==> src/rtl/gf2m_pkg.sv <==
package gf2m_pkg;

    typedef enum logic [1:0] {
        OP_ADD = 2'b00,
        OP_SQR = 2'b01,
        OP_MUL = 2'b10,
        OP_RSV = 2'b11
    } op_e;

    typedef enum logic {
        ST_IDLE = 1'b0,
        ST_MULT = 1'b1
    } state_e;

    typedef enum logic [1:0] {
        SEL_HOLD = 2'b00,
        SEL_ADD  = 2'b01,
        SEL_SQR  = 2'b10,
        SEL_MUL  = 2'b11
    } rsel_e;

endpackage

==> src/rtl/gf2m_fold.sv <==
// Folds an (N+M)-bit value whose top M bits overflow back into N bits:
// low part, first fold of the overflow, second fold of what the first
// fold pushes past bit N-1.
module gf2m_fold #(
    parameter int          N        = 163,
    parameter int          M        = 4,
    parameter logic [N-1:0] POLY_LOW = N'(8'hC9)
) (
    input  logic [N+M-1:0] wide,
    output logic [N-1:0]   folded
);
    localparam int WW = N + M;

    logic [M-1:0]  ovf_1;
    logic [M-1:0]  ovf_2;
    logic [WW-1:0] fold_1;
    logic [WW-1:0] fold_2;
    logic [WW-1:0] poly_ext;

    assign poly_ext = {{M{1'b0}}, POLY_LOW};
    assign ovf_1    = wide[WW-1:N];

    always_comb begin
        fold_1 = '0;
        for (int j = 0; j < M; j++) begin
            if (ovf_1[j]) begin
                fold_1 = fold_1 ^ (poly_ext << j);
            end
        end
    end

    assign ovf_2 = fold_1[WW-1:N];

    always_comb begin
        fold_2 = '0;
        for (int j = 0; j < M; j++) begin
            if (ovf_2[j]) begin
                fold_2 = fold_2 ^ (poly_ext << j);
            end
        end
    end

    assign folded = wide[N-1:0] ^ fold_1[N-1:0] ^ fold_2[N-1:0];

endmodule

==> src/rtl/gf2m_digit_mac.sv <==
// One digit step: shift the running value left by M, add A times the digit,
// fold the overflow back below x^N.
module gf2m_digit_mac #(
    parameter int           N        = 163,
    parameter int           M        = 4,
    parameter logic [N-1:0] POLY_LOW = N'(8'hC9)
) (
    input  logic [N-1:0] acc,
    input  logic [N-1:0] mult_a,
    input  logic [M-1:0] digit,
    output logic [N-1:0] acc_next
);
    localparam int WW = N + M;

    logic [WW-1:0] rows [M];
    logic [WW-1:0] pprod;
    logic [WW-1:0] merged;

    for (genvar g = 0; g < M; g++) begin : g_row
        assign rows[g] = digit[g] ? ({{M{1'b0}}, mult_a} << g) : '0;
    end

    always_comb begin
        pprod = '0;
        for (int j = 0; j < M; j++) begin
            pprod = pprod ^ rows[j];
        end
    end

    assign merged = {acc, {M{1'b0}}} ^ pprod;

    gf2m_fold #(
        .N        (N),
        .M        (M),
        .POLY_LOW (POLY_LOW)
    ) u_fold (
        .wide   (merged),
        .folded (acc_next)
    );

endmodule

==> src/rtl/gf2m_square.sv <==
// Single-cycle squarer: spread bits with zero gaps, then reduce from the top.
module gf2m_square #(
    parameter int           N        = 163,
    parameter logic [N-1:0] POLY_LOW = N'(8'hC9)
) (
    input  logic [N-1:0] sq_in,
    output logic [N-1:0] sq_out
);
    localparam int SW = 2 * N - 1;

    logic [SW-1:0] poly_ext;
    logic [SW-1:0] work;

    assign poly_ext = {{(N-1){1'b0}}, POLY_LOW};

    always_comb begin
        work = '0;
        for (int i = 0; i < N; i++) begin
            work[2*i] = sq_in[i];
        end
        for (int i = SW - 1; i >= N; i--) begin
            if (work[i]) begin
                work = work ^ (poly_ext << (i - N));
            end
        end
    end

    assign sq_out = work[N-1:0];

endmodule

==> src/rtl/gf2m_arith_unit.sv <==
module gf2m_arith_unit
    import gf2m_pkg::*;
#(
    parameter int           N        = 163,
    parameter int           M        = 4,
    parameter logic [N-1:0] POLY_LOW = N'(8'hC9)
) (
    input  logic         clk,
    input  logic         rst_n,
    input  logic         start,
    input  logic [1:0]   opcode,
    input  logic [N-1:0] op_a,
    input  logic [N-1:0] op_b,
    output logic         busy,
    output logic         done,
    output logic [N-1:0] result
);
    localparam int DIGITS = (N + M - 1) / M;
    localparam int BW     = DIGITS * M;
    localparam int CW     = $clog2(DIGITS + 1);

    state_e        state_q, state_d;
    rsel_e         sel;
    op_e           op_in;
    logic          load_mul;
    logic          step;
    logic          last_digit;

    logic [N-1:0]  mul_a_q;
    logic [BW-1:0] b_sh_q;
    logic [N-1:0]  acc_q;
    logic [CW-1:0] dcnt_q;
    logic [N-1:0]  result_q;
    logic          done_q;
    logic [N-1:0]  res_d;

    logic [M-1:0]  digit;
    logic [N-1:0]  mac_out;
    logic [N-1:0]  sq_out;

    assign op_in      = op_e'(opcode);
    assign digit      = b_sh_q[BW-1 -: M];
    assign last_digit = (dcnt_q == CW'(DIGITS - 1));

    // ---------------- state register ----------------
    always_ff @(posedge clk) begin
        if (!rst_n) begin
            state_q <= ST_IDLE;
        end else begin
            state_q <= state_d;
        end
    end

    // ---------------- next state and controls ----------------
    always_comb begin
        state_d  = state_q;
        sel      = SEL_HOLD;
        load_mul = 1'b0;
        step     = 1'b0;
        unique case (state_q)
            ST_IDLE: begin
                if (start) begin
                    unique case (op_in)
                        OP_ADD: sel = SEL_ADD;
                        OP_SQR: sel = SEL_SQR;
                        OP_MUL: begin
                            load_mul = 1'b1;
                            state_d  = ST_MULT;
                        end
                        OP_RSV: sel = SEL_HOLD;
                    endcase
                end
            end
            ST_MULT: begin
                step = 1'b1;
                if (last_digit) begin
                    sel     = SEL_MUL;
                    state_d = ST_IDLE;
                end
            end
        endcase
    end

    // ---------------- multiply datapath ----------------
    always_ff @(posedge clk) begin
        if (!rst_n) begin
            mul_a_q <= '0;
            b_sh_q  <= '0;
            acc_q   <= '0;
            dcnt_q  <= '0;
        end else if (load_mul) begin
            mul_a_q <= op_a;
            b_sh_q  <= BW'(op_b);
            acc_q   <= '0;
            dcnt_q  <= '0;
        end else if (step) begin
            acc_q   <= mac_out;
            b_sh_q  <= b_sh_q << M;
            dcnt_q  <= dcnt_q + CW'(1);
        end
    end

    gf2m_digit_mac #(
        .N        (N),
        .M        (M),
        .POLY_LOW (POLY_LOW)
    ) u_mac (
        .acc      (acc_q),
        .mult_a   (mul_a_q),
        .digit    (digit),
        .acc_next (mac_out)
    );

    gf2m_square #(
        .N        (N),
        .POLY_LOW (POLY_LOW)
    ) u_sqr (
        .sq_in  (op_a),
        .sq_out (sq_out)
    );

    // ---------------- result select ----------------
    always_comb begin
        unique case (sel)
            SEL_HOLD: res_d = result_q;
            SEL_ADD:  res_d = op_a ^ op_b;
            SEL_SQR:  res_d = sq_out;
            SEL_MUL:  res_d = mac_out;
        endcase
    end

    // ---------------- outputs ----------------
    always_ff @(posedge clk) begin
        if (!rst_n) begin
            result_q <= '0;
            done_q   <= 1'b0;
        end else begin
            result_q <= res_d;
            done_q   <= (sel != SEL_HOLD);
        end
    end

    assign result = result_q;
    assign done   = done_q;
    assign busy   = (state_q == ST_MULT);

endmodule

==> config.mk <==
export PLATFORM = sky130hd
export DESIGN_NAME = gf2m_arith_unit
export DESIGN_NICKNAME = d
export VERILOG_FILES = /design/src/rtl/gf2m_pkg.sv /design/src/rtl/gf2m_fold.sv /design/src/rtl/gf2m_digit_mac.sv /design/src/rtl/gf2m_square.sv /design/src/rtl/gf2m_arith_unit.sv
export SDC_FILE = /design/constraint.sdc
export NUM_CORES = 2
export LEC_CHECK = 0
export BUFFER_PORTS_ARGS = -buffer_cell sky130_fd_sc_hd__buf_2
export CAP_MARGIN = 15
export CORE_ASPECT_RATIO = 1.75
export CORE_MARGIN = 1.5
export CORE_UTILIZATION = 42
export CTS_BUF_LIST = sky130_fd_sc_hd__clkbuf_8
export CTS_CLUSTER_SIZE = 10
export DETAILED_ROUTE_END_ITERATION = 6
export GPL_TIMING_DRIVEN = 0
export PLACE_DENSITY_LB_ADDON = 0.15
export SLEW_MARGIN = 20
export SYNTH_ARGS = -nofsm -noshare
export SYNTH_HDL_FRONTEND = slang
export SYNTH_HIERARCHICAL = 1
export SYNTH_SLANG_ARGS = --single-unit
==> constraint.sdc <==
create_clock -name clk -period 2 [get_ports clk]
set_clock_uncertainty 0.15 [all_clocks]
set_input_delay 0.1 -clock clk [delete_from_list [all_inputs] [get_ports clk]]
set_output_delay 0.1 -clock clk [all_outputs]
set_load 0.02 [all_outputs]
==> reports/metrics.csv <==
metric;value;unit
Seq cells post-synth;661;
Initial Utilization;42.3;%
Antenna Nets Post-Route;0;
Tightest Pin Transition;1.18;ns
IO Count;496;
area grow syn2layout;37.9;%
adder-cell area share of the yosys netlist;0.0612;%
Synth area leaders;dfxtp_1 (32%), nand2_1 (12%), xor2_1 (9.0%);
RePlAce Congestion;0.926;
Die Span Y;416;µm
first-pass GRT wire length;258;mm
input/output buffers;495;
CTS root buf;clkbuf_8;
minimum clock period;2.28;ns
Initial DRC Count;3059;
Top Metal Used;met5;
main flop type after synthesis;dfxtp_1;
FF-to-FF path depth;10;
final net count;6440;
Rows;151;
post-synth top area share;32.4;%
CP arrival;2.85;ns
Met3 Routed Length;14.0;mm
final-report setup violation count;420;
Post-Route WL;183;mm
CTS Buf Count;110;
Setup CP Type;flip-flop to flip-flop;
WHS Path Cells;4;
die area;0.0992;mm²
Die W;239;µm
Worst Setup End Kind;flip-flop;
XOR/XNOR Fraction of Synth Area;25.2;%
GRT Overall Usage;35.0;%
status;finished with violations;
Yosys Warn Count;6;
Cell Pwr Density;615;mW/mm²
Synth top cells by count;nand2_1 (1308), dfxtp_1 (661), xor2_1 (418);
gr ovfl total;0;
Syn Nets;5243;
area fraction in compound gates after synthesis;14.0;%
post-detail-place hpwl;129;mm
Static Leak;23.5;nW
area post-placement;0.0451;mm²
share of layout cells above drive strength 1;22.9;%
Fin Hold WS;0.0601;ns
Crit Path Max Fanout;7;
Fin. Hold Viols;0;
largest family of logic cells by synthesized area;XOR/XNOR gates;
Hold Crit Class;input port to flip-flop;
worst skew pair latency;0.82;ns
register area share after synthesis;32.4;%
Max Fclk;0.438;GHz
EDFF count, synth;0;
most frequent cell after synthesis;nand2_1;
H-tree levels;3;
post-route cell area;0.0564;mm²
largest net degree at the start of global routing;15;
Max IR drop VDD;0.000545;V
simple-gate share of the synthesized area;17.4;%
Final WS setup;-0.283;ns
Met2 Wirelength;86.7;mm
vias post-DR;41200;
CTS tree;done;
synthesized cell area;0.0409;mm²
Pre-Repair DR Iteration Count;6;
core area;0.0965;mm²
CP required;2.57;ns
WL met1;67.5;mm
Reg clk slew, reported paths;0.06;ns
post-synth top area cell;dfxtp_1;
CTS Buffer Depth;3;
Synth cell types;38;
CTS sink cnt;661;
Vias/cell;5.48;
Pins Over Slew Limit;0;
failing checks;negative setup slack;
Max-slew headroom;21.5;%
unrepaired setup endpoints after global routing;true;
drc violations;0;
startpoint types;flip-flop;
WL/cell;24.3;µm
post-synthesis mux area share;4.04;%
Mapped Avg Cell Area;8.32;µm²
Cells after Synth;4910;
Final period util;114;%
antenna violations before repair;17;
vias in the first global route;40810;
Max Cap Viol;0;
Post-synth ARST share;0;%
cells by family after synthesis:
group                      Yosys count
and+or+nand+nor                   1818
muxes                              165
buffers and inverters              538
AOI/OAI and AO/OA                  815
adders and majority gates            2
xor gates and xnor gates           911
DFF                                661
area by class of cell:
cell class / instances / area (µm²)
fillers: 8719 / 40200
multi-input cells: 3711 / 26700
flip-flops and latches: 661 / 13200
repair buffers: 1104 / 8830
plain buffers: 516 / 3570
clock buffers: 147 / 2020
well taps: 1300 / 1630
clock inverters: 58 / 344
diodes: 15 / 37.5
inverters: 3 / 15.0
report_power, final:
| part | internal (mW) | switching, mW | total, mW |
|---|---|---|---|
| logic | 3.02 | 4.10 | 7.12 |
| clock network | 6.95 | 6.28 | 13.2 |
| registers | 13.8 | 0.515 | 14.3 |
| total | 23.8 | 10.9 | 34.7 |
through the flow:
step                total power, mW  cells  setup TNS [ns]  setup slack (ns)  utilization [%]
global route                   35.7   7507          -63.22            -0.319             58.4
detailed placement             20.1   6707         -413.09             -1.03             46.7
global placement               20.1   6705         -659.14             -1.99             46.6
CTS                            34.2   7481          -44.52            -0.316             56.1
finish                         34.7   7515          -38.38            -0.283             58.4
floorplan                      17.6   4910         -0.0397           -0.0338                -
state kept, by name, indices dropped and copies added (netlist names):
name,flops
b_sh_q,164
acc_q,163
mul_a_q,163
result,163
dcnt_q,6
busy,1
done,1
path summary, 6_finish.rpt:
| path | slack (ns) | from | to |
|---|---|---|---|
| min | 0.06 | op_a[51] | mul_a_q[51] |
| min reg2reg | 0.31 | b_sh_q[2] | b_sh_q[2] |
| max | -0.28 | b_sh_q[160] | result[105] |
| max reg2reg | -0.28 | b_sh_q[160] | result[105] |
timing repair:
item                                    in CTS  in global routing
endpoints found under the setup margin     661                546
setup buffers                               21                 26
hold buffers                               548                  0
pin swaps                                   32                230
gates cloned                                 0                 12
hold endpoints to repair                   560                  0
gates resized for setup                    271                529
layout by cell type (no fill, tap or decap), types with 13 or more instances in the layout:
master and instances:
nand2_1 1262, dfxtp_1 655, dlygate4sd3_1 548, buf_2 542, xor2_1 404, nor2_1 334, xnor2_1 283, buf_4 198
mux2i_1 165, a31oi_1 159, o21ai_0 157, xnor3_1 157, clkbuf_8 154, o221ai_1 149, a21boi_0 146, clkbuf_1 124
a211oi_1 108, clkbuf_2 80, nor3_2 72, a211oi_2 55, nor3_1 54, nor3_4 37, buf_6 36, xnor2_2 36
inv_1 30, buf_8 28, nand2_2 25, clkinv_2 23, nand2_4 21, clkbuf_4 20, buf_12 18, a21boi_1 17
diode_2 15, o221ai_2 14, clkbuf_16 13, xor2_2 13
critical path, cell delays in order, from the launching register on:
cell and delay (ns):
dfxtp_2 0.36, buf_12 0.14, buf_12 0.16, buf_12 0.18, buf_8 0.15, buf_6 0.11
nand2_4 0.04, xnor3_2 0.41, xnor2_4 0.26, nor3_4 0.07, a211oi_2 0.15
layer usage:
metal,GRT usage (%),vias up
li1,-,18821
met1,39.8,19893
met2,59.1,1970
met3,6.24,508
met4,24.1,8
met5,0,-
(Power assumes the default switching activity.)
